### src/rtl/dp_arbiter.sv
module dp_arbiter #(
  parameter int AW = 12
) (
  input  logic          clk,
  input  logic          rst_n,
  input  logic          ms_master,
  input  logic          lt_sel,
  input  logic [AW-1:0] lt_addr,
  input  logic          lt_wr,
  input  logic          lt_busy_in_n,
  input  logic          rt_sel,
  input  logic [AW-1:0] rt_addr,
  input  logic          rt_wr,
  input  logic          rt_busy_in_n,
  output logic          lt_busy_n,
  output logic          rt_busy_n,
  output logic          lt_we,
  output logic          rt_we,
  output logic          lt_re,
  output logic          rt_re
);

  logic          lt_sel_q, rt_sel_q;
  logic [AW-1:0] lt_addr_q, rt_addr_q;
  logic          hold_q, win_rt_q;

  logic match, lt_old, rt_old, win_rt;

  assign match  = lt_sel && rt_sel && (lt_addr == rt_addr);
  assign lt_old = lt_sel_q && (lt_addr_q == lt_addr);
  assign rt_old = rt_sel_q && (rt_addr_q == rt_addr);

  // recorded winner while contention persists; otherwise earlier arrival, tie to left
  assign win_rt = hold_q ? win_rt_q : (rt_old && !lt_old);

  assign lt_busy_n = ms_master ? !(match &&  win_rt) : lt_busy_in_n;
  assign rt_busy_n = ms_master ? !(match && !win_rt) : rt_busy_in_n;

  assign lt_we = lt_sel && lt_wr && lt_busy_n;
  assign rt_we = rt_sel && rt_wr && rt_busy_n;
  assign lt_re = lt_sel && !lt_wr;
  assign rt_re = rt_sel && !rt_wr;

  always_ff @(posedge clk or negedge rst_n) begin
    if (!rst_n) begin
      lt_sel_q  <= 1'b0;
      rt_sel_q  <= 1'b0;
      lt_addr_q <= '0;
      rt_addr_q <= '0;
      hold_q    <= 1'b0;
      win_rt_q  <= 1'b0;
    end else begin
      lt_sel_q  <= lt_sel;
      rt_sel_q  <= rt_sel;
      lt_addr_q <= lt_addr;
      rt_addr_q <= rt_addr;
      hold_q    <= match;
      win_rt_q  <= win_rt;
    end
  end

endmodule

### config.mk
export PLATFORM = sky130hd
export DESIGN_NAME = dp_arbiter
export DESIGN_NICKNAME = d
export VERILOG_FILES = /design/src/rtl/dp_arbiter.sv
export SDC_FILE = /design/constraint.sdc
export NUM_CORES = 1
export LEC_CHECK = 0
export CORE_ASPECT_RATIO = 0.6
export CORE_MARGIN = 8
export CORE_UTILIZATION = 45
export DETAILED_ROUTE_END_ITERATION = 6
export PLACE_DENSITY = 0.78
export SYNTH_ARGS = -nofsm -noshare
export SYNTH_HDL_FRONTEND = slang
export SYNTH_SLANG_ARGS = --single-unit
### constraint.sdc
create_clock -name clk -period 1.6 [get_ports clk]
set_input_delay 0.24 -clock clk [delete_from_list [all_inputs] [get_ports clk]]
set_output_delay 0.24 -clock clk [all_outputs]
set_load 0.1 [all_outputs]
=== Word level (Yosys, flattened, before mapping) ===
Index checks and enable logic that the tools add are counted.

* Register bits after elaboration: 28
* Bits of input ports: 33
* Output and inout port bits: 6

* Eq/ne operators: 3
* Mux-type cells: 3
* Reductions and logical operators: 19

{| class="wikitable"
|+ Operators with widths
! operator !! count
|-
| == test 12 bit || 3
|-
| logical AND 1 bit || 13
|-
| logical NOT 1 bit || 6
|-
| two-way mux 1 bit || 3
|}

=== Depth between registers and ports, before layout ===
* Word-level depth: 10
* Mapped depth: 5
* Gate-level depth less buffers: 5

=== Worst setup path after synthesis ===
Ideal clock, no wire load.

* Kind: reg2out
* Start: register lt_addr_q[7]
* End: output lt_we
* Data arrival time: 3.191 ns
* Slack: -1.831 ns
* Stages on the path, launching flop included: 6
* Path through: dfrtp_1 -> xnor2_1 -> nand4_1 -> nor4_2 -> o21ai_2 -> a211oi_1

* Longest elaborated chain between the ends: 9

{| class="wikitable"
|+ Ends and longest elaborated chain
! item !! line !! source
|-
| start, declared || 24 || <nowiki>logic [AW-1:0] lt_addr_q, rt_addr_q;</nowiki>
|-
| start signal, assigned || 55 || <nowiki>lt_addr_q <= lt_addr;</nowiki>
|-
| == test 12 bit || 30 || <nowiki>assign lt_old = lt_sel_q && (lt_addr_q == lt_addr);</nowiki>
|-
| logical AND 1 bit || 30 ||
|-
| logical NOT 1 bit || 34 || <nowiki>assign win_rt = hold_q ? win_rt_q : (rt_old && !lt_old);</nowiki>
|-
| logical AND 1 bit || 34 ||
|-
| two-way mux 1 bit || 34 ||
|-
| via win_rt || 27 || <nowiki>logic match, lt_old, rt_old, win_rt;</nowiki>
|-
| logical AND 1 bit || 36 || <nowiki>assign lt_busy_n = ms_master ? !(match && win_rt) : lt_busy_in_n;</nowiki>
|-
| logical NOT 1 bit || 36 ||
|-
| two-way mux 1 bit || 36 ||
|-
| logical AND 1 bit || 39 || <nowiki>assign lt_we = lt_sel && lt_wr && lt_busy_n;</nowiki>
|-
| end, declared || 17 || <nowiki>output logic lt_we,</nowiki>
|}

The timed path passes the listed nets, and every way through them passes these cells.

=== Final worst setup path ===
* Start: register rt_addr_q[7]
* End: output rt_we

* Longest elaborated chain between the ends: 9

{| class="wikitable"
|+ Ends and longest elaborated chain
! item !! line !! source
|-
| start, declared || 24 ||
|-
| start signal, assigned || 56 || <nowiki>rt_addr_q <= rt_addr;</nowiki>
|-
| == test 12 bit || 31 || <nowiki>assign rt_old = rt_sel_q && (rt_addr_q == rt_addr);</nowiki>
|-
| logical AND 1 bit || 31 ||
|-
| logical AND 1 bit || 34 ||
|-
| two-way mux 1 bit || 34 ||
|-
| via win_rt || 27 ||
|-
| logical NOT 1 bit || 37 || <nowiki>assign rt_busy_n = ms_master ? !(match && !win_rt) : rt_busy_in_n;</nowiki>
|-
| logical AND 1 bit || 37 ||
|-
| logical NOT 1 bit || 37 ||
|-
| two-way mux 1 bit || 37 ||
|-
| logical AND 1 bit || 40 || <nowiki>assign rt_we = rt_sel && rt_wr && rt_busy_n;</nowiki>
|-
| end, declared || 18 || <nowiki>output logic rt_we,</nowiki>
|}

The timed path passes the listed nets, and every way through them passes these cells.

==> flow_metrics.env <==
export IMPL_status="complete, but fails checks"
export IMPL_violations="negative setup slack"
export IMPL_comb_power_share=0.234
export IMPL_grt_max_degree=29
export IMPL_route_final_wire_length_um=2980
export IMPL_clock_skew_final_ps=2.11
export IMPL_die_w_um=83.1
export IMPL_fin_ws_ps=-629
export IMPL_io_pins=39
export IMPL_min_from="lt_addr[11]"
export IMPL_fmax_ghz=0.449
export IMPL_crit_type="flop to output port"
export IMPL_io_buffers=38
export IMPL_ys_types=19
export IMPL_critical_path_peak_fanout=5
export IMPL_floorplan_initialDensity=0.478
export IMPL_critPathLaunch="rt_addr_q[7]"
export IMPL_routed_via_density=4.86
export IMPL_die_h_um=56.2
export IMPL_place_inst=170
export IMPL_layout_common_cells="dfrtp_1 (28), xnor2_1 (22), dlygate4sd2_1 (17)"
export IMPL_multiInputGateArea_um2=589
export IMPL_cp_slowest_cell="dfrtp_1"
export IMPL_fillers=169
export IMPL_clk_latency_ps=270
export IMPL_grt_pass1_wl_um=4770
export IMPL_initialDrtViolationCount=23
export IMPL_crit_chain="xor2_1 -> nor4_2 -> nand4_1 -> o21ai_4 -> o21a_2 -> buf_12"
export IMPL_synth_warnings=0
export IMPL_power_mw=1.47
export IMPL_postRouteAntennaNets=0
export IMPL_holdBufCountCts=0
export IMPL_synth_area_um2=1210
export IMPL_syn_avg_cell_area_um2=13.1
export IMPL_drc_errors=0
export IMPL_synth_mux_area_fraction=0
export IMPL_p_seq_frac=0.514
export IMPL_synthAdderAreaFrac=0
export IMPL_hold_viol=0
export IMPL_final_nets=176
export IMPL_wl_per_cell_um=17.2
export IMPL_design_area_um2=1850
export IMPL_tightest_slew_ps=348
export IMPL_finalCritPeriodShare=1.39
export IMPL_ys_ff_latch=28
export IMPL_setup_viol=4
export IMPL_sw_frac_of_total=0.270
export IMPL_final_util=0.730
export IMPL_peakVddDrop_mv=0.487
export IMPL_placed_cell_area_um2=1770
export IMPL_maxCapViolCount=0
export IMPL_p_switching_uw=397
export IMPL_seq_area_frac_synth=0.577
export IMPL_gp_congestion=0.736
export IMPL_hp_class="input pin to flop"
export IMPL_drive_gt1_frac=0.227
export IMPL_cts_tree="yes"
export IMPL_rows=14
export IMPL_synthXorXnorAreaFrac=0.260
export IMPL_regArea_um2=701
export IMPL_netlist_instances=93
export IMPL_cp_top_family="simple AND/OR/NAND/NOR gates"
export IMPL_synth_compound_area_share=0.0402
export IMPL_endpoint_kind="output port"
export IMPL_cts_sinks=28
export IMPL_core_um2=2540
export IMPL_num_vias=840
export IMPL_slew_headroom=0.768
export IMPL_power_density_nw_per_um2=792
export IMPL_internal_power_mw=1.07
export IMPL_fin_cells=173
export IMPL_cp_required_ps=1360
export IMPL_layout_commonest_cell="dfrtp_1"
export IMPL_hpwlAfterDp_um=2360
export IMPL_die_area_um2=4670
export IMPL_cp_data_arrival_time_ps=1990
export IMPL_dr_pass1_iters=4
export IMPL_clk_pin_slew_worst_paths_ps=90
export IMPL_antenna_found_initial=0
export IMPL_grt_util_all_layers=0.128
export IMPL_r2r_setup_slack_ps=170
export IMPL_grt_overflow_total=0
export IMPL_slew_violations=0
export IMPL_fin_crit_ps=2230
export IMPL_diodes=0
export IMPL_root_buffer="clkbuf_8"
export IMPL_startpoint_type="flop"
export IMPL_grt_pass1_vias=951
export IMPL_rsz0062_at_grt="yes"
export IMPL_clkPwrFrac=0.252
export IMPL_cts_buffer_depth=2
export IMPL_h_tree_depth=1
export IMPL_synth_top_family_by_area="XOR/XNOR gates"
export IMPL_numCtsBuffers=3
export IMPL_syn_nets=126
export IMPL_cp_num_buf_inv=1
export IMPL_yosys_area_share_simple=0.120
export IMPL_r2r_start="rt_addr_q[7]"
export IMPL_p_leak_nw=0.816
export IMPL_cpPeakStageDelay_ps=380
export IMPL_syn2layout_area_growth_pct=52.6
registers in the layout, indices dropped and copies added, names as in the netlist:
register	count
hold_q	1
lt_addr_q	12
lt_sel_q	1
rt_addr_q	12
rt_sel_q	1
win_rt_q	1
power by group through the flow:
stage / registers, mW / clock network [mW] / logic [mW]
floorplan: 0.767 / 0 / 0.159
global placement: 0.768 / 0 / 0.344
finish: 0.755 / 0.371 / 0.343
global route: 0.758 / 0.413 / 0.365
detailed placement: 0.770 / 0 / 0.349
CTS: 0.755 / 0.384 / 0.346
worst register-to-register path, cell delays in order, from the launching register on:
cell and delay [ps]:
dfrtp_1 380, xor2_1 160, nor4_2 310, nand4_1 200, o21ai_4 280
cells in the mapped netlist:
master / n / share of area
nand2_1: 4 / 0.012
o22ai_1: 1 / 0.0052
xnor2_1: 24 / 0.17
and2_1: 1 / 0.0052
nor3b_1: 1 / 0.0062
nand4_1: 5 / 0.026
nor3_1: 1 / 0.0041
dfrtp_1: 28 / 0.58
nor4_2: 4 / 0.041
a211oi_1: 1 / 0.0062
o22a_1: 1 / 0.0072
inv_1: 1 / 0.0031
o21ai_2: 1 / 0.0072
o21a_1: 1 / 0.0062
nand3_1: 3 / 0.012
nor2b_1: 2 / 0.010
o211a_1: 1 / 0.0082
nor2_1: 1 / 0.0031
xor2_1: 12 / 0.087
routing by layer:
metal  track usage  vias to the layer above  routed length, um
met1         0.172                      407               1460
met5             0                        -                  0
met3        0.0497                        0                159
met2         0.192                       21               1360
li1              -                      412                  -
met4        0.0149                        0                  0
final cells by class:
| type | count | area share |
|---|---|---|
| flip-flops and latches | 28 | 0.378 |
| multi-input cells | 64 | 0.318 |
| repair buffers | 45 | 0.258 |
| clock buffers | 3 | 0.0223 |
| well taps | 32 | 0.0216 |
| inverters | 1 | 0.00202 |
worst paths after layout:
kind | end | depth (start not counted)
min | lt_addr_q[11] | 1
max in group asynchronous | lt_sel_q | 2
max | rt_we | 6
min reg2reg | win_rt_q | 2
max reg2reg | win_rt_q | 4
min in group asynchronous | lt_addr_q[2] | 2
metrics by stage:
stage	setup TNS, ps	hold WS [ps]	setup slack [ps]
after CTS	-2350	271	-615
final	-2410	175	-629
after global placement	-2870	542	-690
after global routing	-2760	177	-716
after floorplan	-1680	-55.6	-545
after detailed placement	-3240	606	-780
repair_timing:
action | in CTS | in global routing
gates resized for setup | 24 | 4
endpoints found under the setup margin | 4 | 4
pin swaps | 18 | 5
buffers inserted | 0 | 0
logic make-up after synthesis:
family / count (synthesis)
buffers and inverters: 1
and+or+nand+nor: 22
xor gates and xnor gates: 36
DFF: 28
AOI/OAI and AO/OA: 6
(Power assumes the default switching activity.)
